### config.mk
export PLATFORM = sky130hd
export DESIGN_NAME = gated_wdt
export DESIGN_NICKNAME = d
export VERILOG_FILES = /design/src/rtl/gated_wdt_pkg.sv /design/src/rtl/gated_wdt_rst_sync.sv /design/src/rtl/gated_wdt_regs.sv /design/src/rtl/gated_wdt_prescale.sv /design/src/rtl/gated_wdt_counter.sv /design/src/rtl/gated_wdt_event.sv /design/src/rtl/gated_wdt.sv
export SDC_FILE = /design/constraint.sdc
export NUM_CORES = 1
export LEC_CHECK = 0
export BUFFER_PORTS_ARGS = -buffer_cell sky130_fd_sc_hd__buf_2
export CORE_UTILIZATION = 37
export CTS_BUF_LIST = sky130_fd_sc_hd__clkbuf_8
export DETAILED_ROUTE_END_ITERATION = 10
export PLACE_DENSITY = 0.55
export SYNTH_ARGS = -nofsm -noshare
export SYNTH_HDL_FRONTEND = slang
export SYNTH_SLANG_ARGS = --single-unit
export TNS_END_PERCENT = 1
### constraint.sdc
create_clock -name clk -period 1.7 [get_ports clk]
set_input_delay 0.085 -clock clk [delete_from_list [all_inputs] [get_ports clk]]
set_output_delay 0.085 -clock clk [all_outputs]
set_load 0.05 [all_outputs]
### src/rtl/gated_wdt_pkg.sv
package gated_wdt_pkg;
  localparam int unsigned DATA_W = 8;
  localparam int unsigned ADDR_W = 2;

  localparam logic [ADDR_W-1:0] A_RELOAD = 2'd0;
  localparam logic [ADDR_W-1:0] A_TBASE  = 2'd1;
  localparam logic [ADDR_W-1:0] A_ARM    = 2'd2;
  localparam logic [ADDR_W-1:0] A_FLAG   = 2'd3;

  localparam int unsigned TBASE_SEC_BIT = 0;
  localparam int unsigned ARM_BIT       = 1;
  localparam int unsigned FLAG_BIT      = 0;

  localparam logic [DATA_W-1:0] RELOAD_RST = 8'd1;
endpackage

### src/rtl/gated_wdt_rst_sync.sv
module gated_wdt_rst_sync #(
  parameter int unsigned STAGES = 2
) (
  input  logic clk,
  input  logic rst_n,
  output logic rst_sync_n
);
  logic [STAGES-1:0] sync_q;

  always_ff @(posedge clk or negedge rst_n) begin
    if (!rst_n) sync_q <= '0;
    else        sync_q <= {sync_q[STAGES-2:0], 1'b1};
  end

  assign rst_sync_n = sync_q[STAGES-1];
endmodule

### src/rtl/gated_wdt_regs.sv
module gated_wdt_regs
  import gated_wdt_pkg::*;
(
  input  logic              clk,
  input  logic              rst_n,
  input  logic              wr_en_i,
  input  logic [ADDR_W-1:0] wr_addr_i,
  input  logic [DATA_W-1:0] wr_data_i,
  input  logic [ADDR_W-1:0] rd_addr_i,
  input  logic              flag_i,
  output logic [DATA_W-1:0] rd_data_o,
  output logic [DATA_W-1:0] reload_o,
  output logic              sec_mode_o,
  output logic              arm_o,
  output logic              reload_wr_o,
  output logic              flag_clr_o
);
  logic [DATA_W-1:0] reload_q, reload_d;
  logic [DATA_W-1:0] tbase_q, tbase_d;
  logic [DATA_W-1:0] arm_q, arm_d;
  logic              wr_reload, wr_tbase, wr_arm, wr_flag;

  always_comb begin
    wr_reload = wr_en_i && (wr_addr_i == A_RELOAD);
    wr_tbase  = wr_en_i && (wr_addr_i == A_TBASE);
    wr_arm    = wr_en_i && (wr_addr_i == A_ARM);
    wr_flag   = wr_en_i && (wr_addr_i == A_FLAG);
    reload_d  = wr_reload ? wr_data_i : reload_q;
    tbase_d   = wr_tbase  ? wr_data_i : tbase_q;
    arm_d     = wr_arm    ? wr_data_i : arm_q;
  end

  always_ff @(posedge clk or negedge rst_n) begin
    if (!rst_n) begin
      reload_q <= RELOAD_RST;
      tbase_q  <= '0;
      arm_q    <= '0;
    end else begin
      reload_q <= reload_d;
      tbase_q  <= tbase_d;
      arm_q    <= arm_d;
    end
  end

  always_comb begin
    unique case (rd_addr_i)
      A_RELOAD: rd_data_o = reload_q;
      A_TBASE:  rd_data_o = tbase_q;
      A_ARM:    rd_data_o = arm_q;
      default:  rd_data_o = {{(DATA_W-1){1'b0}}, flag_i};
    endcase
  end

  assign reload_o    = reload_q;
  assign sec_mode_o  = tbase_q[TBASE_SEC_BIT];
  assign arm_o       = arm_q[ARM_BIT];
  assign reload_wr_o = wr_reload;
  assign flag_clr_o  = wr_flag && wr_data_i[FLAG_BIT];
endmodule

### src/rtl/gated_wdt_prescale.sv
module gated_wdt_prescale #(
  parameter int unsigned TICKS_PER_MIN = 60
) (
  input  logic clk,
  input  logic rst_n,
  input  logic tick_i,
  input  logic sec_mode_i,
  input  logic restart_i,
  output logic unit_o
);
  localparam int unsigned PW = (TICKS_PER_MIN > 1) ? $clog2(TICKS_PER_MIN) : 1;
  localparam logic [PW-1:0] LAST = PW'(TICKS_PER_MIN - 1);

  logic [PW-1:0] pre_q, pre_d;
  logic          at_last;

  always_comb begin
    at_last = (pre_q == LAST);
    unit_o  = tick_i && !restart_i && (sec_mode_i || at_last);
    pre_d   = pre_q;
    if (restart_i || sec_mode_i)  pre_d = '0;
    else if (tick_i)              pre_d = at_last ? '0 : pre_q + 1'b1;
  end

  always_ff @(posedge clk or negedge rst_n) begin
    if (!rst_n) pre_q <= '0;
    else        pre_q <= pre_d;
  end
endmodule

### src/rtl/gated_wdt_counter.sv
module gated_wdt_counter
  import gated_wdt_pkg::*;
(
  input  logic              clk,
  input  logic              rst_n,
  input  logic              unit_i,
  input  logic              load_i,
  input  logic [DATA_W-1:0] load_val_i,
  input  logic [DATA_W-1:0] reload_i,
  output logic              expire_o
);
  logic [DATA_W-1:0] cnt_q, cnt_d;
  logic              last_unit;

  always_comb begin
    last_unit = (cnt_q <= DATA_W'(1));
    expire_o  = unit_i && !load_i && last_unit;
    cnt_d     = cnt_q;
    if (load_i)       cnt_d = load_val_i;
    else if (unit_i)  cnt_d = last_unit ? reload_i : cnt_q - 1'b1;
  end

  always_ff @(posedge clk or negedge rst_n) begin
    if (!rst_n) cnt_q <= RELOAD_RST;
    else        cnt_q <= cnt_d;
  end
endmodule

### src/rtl/gated_wdt_event.sv
module gated_wdt_event (
  input  logic clk,
  input  logic rst_n,
  input  logic expire_i,
  input  logic clr_i,
  input  logic arm_i,
  output logic flag_o,
  output logic rst_pulse_o
);
  logic flag_q, flag_d;
  logic pulse_q, pulse_d;

  always_comb begin
    flag_d  = expire_i || (flag_q && !clr_i);
    pulse_d = expire_i && !flag_q && arm_i;
  end

  always_ff @(posedge clk or negedge rst_n) begin
    if (!rst_n) begin
      flag_q  <= 1'b0;
      pulse_q <= 1'b0;
    end else begin
      flag_q  <= flag_d;
      pulse_q <= pulse_d;
    end
  end

  assign flag_o      = flag_q;
  assign rst_pulse_o = pulse_q;
endmodule

### src/rtl/gated_wdt.sv
module gated_wdt
  import gated_wdt_pkg::*;
#(
  parameter int unsigned TICKS_PER_MIN = 60
) (
  input  logic              clk,
  input  logic              rst_n,
  input  logic              tick_i,
  input  logic              wr_en_i,
  input  logic [ADDR_W-1:0] wr_addr_i,
  input  logic [DATA_W-1:0] wr_data_i,
  input  logic [ADDR_W-1:0] rd_addr_i,
  output logic [DATA_W-1:0] rd_data_o,
  output logic              expired_o,
  output logic              sys_rst_o
);
  logic              rst_sync_n;
  logic [DATA_W-1:0] reload;
  logic              sec_mode, arm, reload_wr, flag_clr;
  logic              unit, expire, flag;

  gated_wdt_rst_sync #(.STAGES(2)) u_rst (
    .clk(clk), .rst_n(rst_n), .rst_sync_n(rst_sync_n)
  );

  gated_wdt_regs u_regs (
    .clk(clk), .rst_n(rst_sync_n),
    .wr_en_i(wr_en_i), .wr_addr_i(wr_addr_i), .wr_data_i(wr_data_i),
    .rd_addr_i(rd_addr_i), .flag_i(flag), .rd_data_o(rd_data_o),
    .reload_o(reload), .sec_mode_o(sec_mode), .arm_o(arm),
    .reload_wr_o(reload_wr), .flag_clr_o(flag_clr)
  );

  gated_wdt_prescale #(.TICKS_PER_MIN(TICKS_PER_MIN)) u_pre (
    .clk(clk), .rst_n(rst_sync_n), .tick_i(tick_i),
    .sec_mode_i(sec_mode), .restart_i(reload_wr), .unit_o(unit)
  );

  gated_wdt_counter u_cnt (
    .clk(clk), .rst_n(rst_sync_n), .unit_i(unit),
    .load_i(reload_wr), .load_val_i(wr_data_i), .reload_i(reload),
    .expire_o(expire)
  );

  gated_wdt_event u_evt (
    .clk(clk), .rst_n(rst_sync_n), .expire_i(expire), .clr_i(flag_clr),
    .arm_i(arm), .flag_o(flag), .rst_pulse_o(sys_rst_o)
  );

  assign expired_o = flag;
endmodule

### Word-level counts from Yosys, hierarchy flattened

Index checks and enable logic that the tools add are counted.

| storage, ports and cells | value |
|---|---|
| logic and storage cells | 46 |
| memory bits (writable) | 0 |
| flip-flop bits (word level) | 42 |
| memory bits (read-only) | 0 |
| latch bits | 0 |
| memories | 0 |
| output and inout bits | 10 |

| operators by class | value |
|---|---|
| reduce and logical (&&, ||, !) cells | 22 |
| eq/ne operators | 6 |
| multipliers | 0 |
| div/mod/pow operators | 0 |
| shift operators | 0 |
| bitwise gates (word level) | 0 |
| order comparisons | 1 |
| mux-type cells | 7 |
| add/subtract/negate cells | 2 |

Operators with widths:

| operator | count |
|---|---|
| 8-bit two-way mux | 3 |
| 8-bit one-hot mux with 3 select lines | 1 |
| 6-bit two-way mux | 3 |
| 1-bit logical AND | 12 |
| 8-bit by 1-bit <= comparator with 1-bit output (second input constant) | 1 |
| 8-bit by 1-bit subtractor with 8-bit output (second input constant) | 1 |
| 6-bit by 1-bit adder with 6-bit output (second input constant) | 1 |
| 2-bit equality test (second input constant) | 3 |
| 6-bit equality test (second input constant) | 1 |
| 2-bit by 1-bit equality test with 1-bit output (second input constant) | 2 |
| 2-bit logical NOT | 2 |
| 2-bit nonzero test | 2 |
| 1-bit logical NOT | 3 |
| 1-bit logical OR | 3 |

### Logic depth before layout (Yosys ltp)

| depth | value |
|---|---|
| word-level depth | 9 |
| depth in mapped cells | 7 |

### Cells and area by module

Synthesis repeated with hierarchy kept, for this count alone.

| second synthesis, totals | value |
|---|---|
| cell total of the unflattened synthesis | 194 |
| area total of the unflattened synthesis | 2,230.9 µm² |

Modules (own cells, without submodules):

| module | cells each | seq. area each (µm²) | area an instance (µm²) | instances |
|---|---|---|---|---|
| gated_wdt_regs | 72 | 601.8 | 1,104.8 | 1 |
| gated_wdt_counter | 74 | 201.4 | 664.4 | 1 |
| gated_wdt_prescale | 39 | 150.1 | 339.1 | 1 |
| gated_wdt_event | 6 | 50.0 | 68.8 | 1 |
| gated_wdt_rst_sync | 3 | 50.0 | 53.8 | 1 |

### Worst setup path before layout

OpenSTA, ideal clock, no wires.

| timing path | value |
|---|---|
| path type | register to register |
| from | reg u_cnt.cnt_q[0] |
| to | reg u_cnt.cnt_q[2] |
| path slack | -0.139 ns |
| data arrival time | 1.708 ns |
| library setup time | 0.131 ns |
| stages on the path, launching flop included | 8 |
| period minus slack after synthesis | 1.839 ns |
| path buffers | 1 |
| cells stage by stage | dfstp_2 -> inv_1 -> ha_1 -> or2_2 -> clkbuf_1 -> nand3_1 -> mux2i_1 -> o211ai_1 |

| between the ends | value |
|---|---|
| word-level cells in the longest chain between the ends | 4 |
| elaborated cells on any way between the ends | 5 |
| those cells by class | add/sub: 1; order compare: 1; mux: 3 |

Ends and longest elaborated chain:

| item | line | source |
|---|---|---|
| from (decl) | gated_wdt_counter.sv:12 | `logic [DATA_W-1:0] cnt_q, cnt_d;` |
| from (signal assigned) | gated_wdt_counter.sv:25 | `else cnt_q <= cnt_d;` |
| 8-bit by 1-bit subtractor with 8-bit output or 8-bit by 1-bit <= comparator with 1-bit output (tied branches) | gated_wdt_counter.sv:20, gated_wdt_counter.sv:16 |  |
| 8-bit two-way mux * (2 in a row) | gated_wdt_counter.sv:20 | `else if (unit_i) cnt_d = last_unit ? reload_i : cnt_q - 1'b1;` |
| 8-bit two-way mux * | gated_wdt_counter.sv:19 | `if (load_i) cnt_d = load_val_i;` |

Every way passes the cells marked *; elsewhere a longest branch is shown, timed or not. The select of a mux whose other input is x is not followed.
A chain may end at the register's enable or synchronous reset.

### Worst setup path in the final report

| timing path | value |
|---|---|
| from | reg u_cnt.cnt_q[0] |
| to | reg u_cnt.cnt_q[5] |

Same word-level chain as after synthesis.

==> metrics.txt <==
status=completed; die area=6240 um2; Post-Synth XOR/XNOR Area=0.399%; TNS Setup=0 ns; layout cells sized above 1=35.1%; Final nets=280; antenna-violating nets left=0; final WL=5040 um; Sw Pwr=1440 uW; ys async rst share=100%; Ports=26; vias in the first global route=1,793; simple-gate share of the synthesized area=20.0%; Max VDD drop=0.540 mV; gr usage total=17.9%; Finished Layout Cells=334; Worst Skew=0.00851 ns; Synth Register Bits=42; TritonCTS Buffers=5; H-tree depth=2; Lkg Pwr=0.00125 uW; Worst Setup End Kind=flip-flop; die width=79.0 um; Sw Ratio=39.1%; multi-input combinational cell area=1170 um2; Syn Inst Count=214; Synth Area per Inst=10.2 um2; Reg2Reg Setup Slack=0.02 ns; Hold Fails Final Rpt=0; vias=1,808; prevailing post-synth register cell=dfrtp_1; worst skew pair latency=0.29 ns; Antenna Cells=0; Max Fclk=597 MHz; largest net degree at the start of global routing=41; Setup Viol. Count Final=0; Die Y=79.0 um; power density over the cells=1350 nW/um2; Placed Cells=325; synth unique cells=53; Flop pwr share=38.8%; Post-CTS Setup Bufs=0; Fillers=541; reg-to-reg startpoint=u_cnt.cnt_q[0]; CP Max Fanout=5; shortest period the worst path allows=1.68 ns; port bufs=25; core area=5610 um2; Critical Setup Path Class=flip-flop to flip-flop; CTS tree=yes; Vias/cell=5.41; Placer Congestion=0.857; Pint=2240 uW; Final Slew Violations=0; mean routed wirelength per cell=15.1 um; Max Cap Violations=0; clock network fraction of total power=17.4%; CP Launch Type=flip-flop; DRC=0; Clock Root Buffer=clkbuf_8; DR iter-0 viols=146; Min-Delay Path Class=input port to flip-flop; sequential-to-total area share from yosys stat=48.0%; initial antenna violation count=0; hold path depth=3; TritonCTS Sinks=42; reg2reg path depth=5; most frequent cells in the layout=dfrtp_1, nand2_1, buf_2; Max Buffers Root-to-Sink=2; unrepaired setup endpoints after global routing=true; DR pass1 iterations=4; FF/Latch Area=1060 um2; worst hold endpoint=u_regs.reload_o[0]; max_slew headroom=64.7%; fin crit share=98.6%; Overflow after GRT=0; Synth Area in Compound Gates=13.5%; main combinational cell family by area after synthesis=simple AND/OR/NAND/NOR gates; Rows=27; mux cell area share after synthesis=14.3%; hold path start=wr_data_i[0]; WP data arrival=1.84 ns; Post-Syn Area=2190 um2; most common cell after layout, fill and taps aside=dfrtp_1; dpl hpwl=3490 um; post-synthesis adder-cell area fraction=1.71%; slew at the pin with the worst max-slew slack=0.530 ns; RR Endpoint=u_cnt.cnt_q[5]; WP data required=1.87 ns; Starting Density=39.1%; Post-synth EDFFs=0; Area Growth Syn to Fin=24.0%; global-route wire length before repair=8580 um; syn nets=233; Worst-path clk slew=0.09 ns; Synth Warn #=0; share of total power in combinational logic=43.8%
-- power by group through the flow --
stage	combinational (uW)	sequential (uW)	clock, uW
2_1_floorplan	924	1470	0
3_3_place_gp	1480	1430	0
3_5_place_dp	1470	1430	0
4_1_cts	1490	1420	659
5_1_grt	1760	1460	711
6_report	1610	1430	640
-- registers in the layout, summed over array words and instances (netlist names) --
signal	count
u_cnt.cnt_q	8
u_regs.arm_q	8
u_regs.reload_o	8
u_regs.tbase_q	8
u_pre.pre_q	6
u_rst.sync_q	2
u_evt.flag_o	1
u_evt.rst_pulse_o	1
-- routing by layer --
metal  global-route usage, %  wire, um  vias to the layer above
met4                    6.36        80                        0
met5                       0         0                        -
met1                    24.4      2550                      880
met3                    3.91       141                        8
li1                        -         -                      884
met2                    27.9      2260                       36
-- worst max-delay path, cell delays in order (launching register included) --
cell and delay (ns):
dfstp_2 0.59, ha_2 0.23, nor2_4 0.06, or4_1 0.50, nand3_1 0.10, o21ai_1 0.06
-- synthesized netlist by cell type (all sizes together) (2+ instances only) --
master	instances	area share (%)
a31oi	3	0.86
dfrtp	40	46
nand2b	3	0.86
or3b	2	0.80
nand3	6	1.6
nor4	3	0.86
mux2i	11	5.0
o21ai	14	3.2
and3	2	0.57
nor3b	3	1.3
clkbuf	7	1.2
nand3b	3	1.0
o31ai	4	1.6
or3	4	1.1
o211ai	2	0.68
a21oi	4	0.91
mux2	16	8.2
a41oi	2	0.80
nor3	5	1.6
ha	3	1.7
inv	4	0.68
nand4	3	0.86
nor2	12	2.1
nand2	34	5.8
dfstp	2	2.4
-- cell type report --
cell class,count,area share [%]
Multi-Input combinational cell,161,42.9
Sequential cell,42,38.8
Timing Repair Buffer,47,11.2
Tap cell,72,3.31
Clock buffer,5,2.53
Clock inverter,3,0.644
Inverter,4,0.552
-- repair_timing --
action                                  CTS  global route
pin swaps                                 0             3
gates resized for setup                   2            12
hold buffers                              1             0
hold endpoints to repair                  2             0
endpoints found under the setup margin    5             7
-- cell families after synthesis --
group	Yosys count
and+or+nand+nor	85
AOI/OAI and AO/OA	43
DFF	42
muxes	28
buffers and inverters	11
adders and majority gates	3
other	1
xor gates and xnor gates	1
-- worst max path at each step --
| stage | startpoint | endpoint | cells past startpoint | slack (ns) |
|---|---|---|---|---|
| final | u_cnt.cnt_q[0] | u_cnt.cnt_q[5] | 5 | 0.02 |
| after CTS | u_cnt.cnt_q[0] | u_cnt.cnt_q[6] | 6 | 0.04 |
| after global routing | u_cnt.cnt_q[0] | u_cnt.cnt_q[7] | 6 | -0.02 |
| after floorplan | rd_addr_i[1] | rd_data_o[2] | 3 | -0.06 |
| after detailed placement | u_cnt.cnt_q[0] | u_cnt.cnt_q[6] | 6 | -0.009 |
| after global placement | u_cnt.cnt_q[0] | u_cnt.cnt_q[6] | 6 | 0.01 |
-- metrics by stage --
stage	power [uW]	hold slack [ns]	setup WS, ns	util [%]	instance area [um2]
final	3680	0.0166	0.0236	48.5	2720
after global routing	3930	0.0152	-0.0193	48.5	2720
after CTS	3570	0.0161	0.0401	47.5	2660
after detailed placement	2900	-0.128	-0.00914	45.7	2560
after global placement	2910	-0.129	0.0104	45.7	2560
after floorplan	2400	-0.211	-0.0635	-	2200
Power figures use the tool's default switching activity.
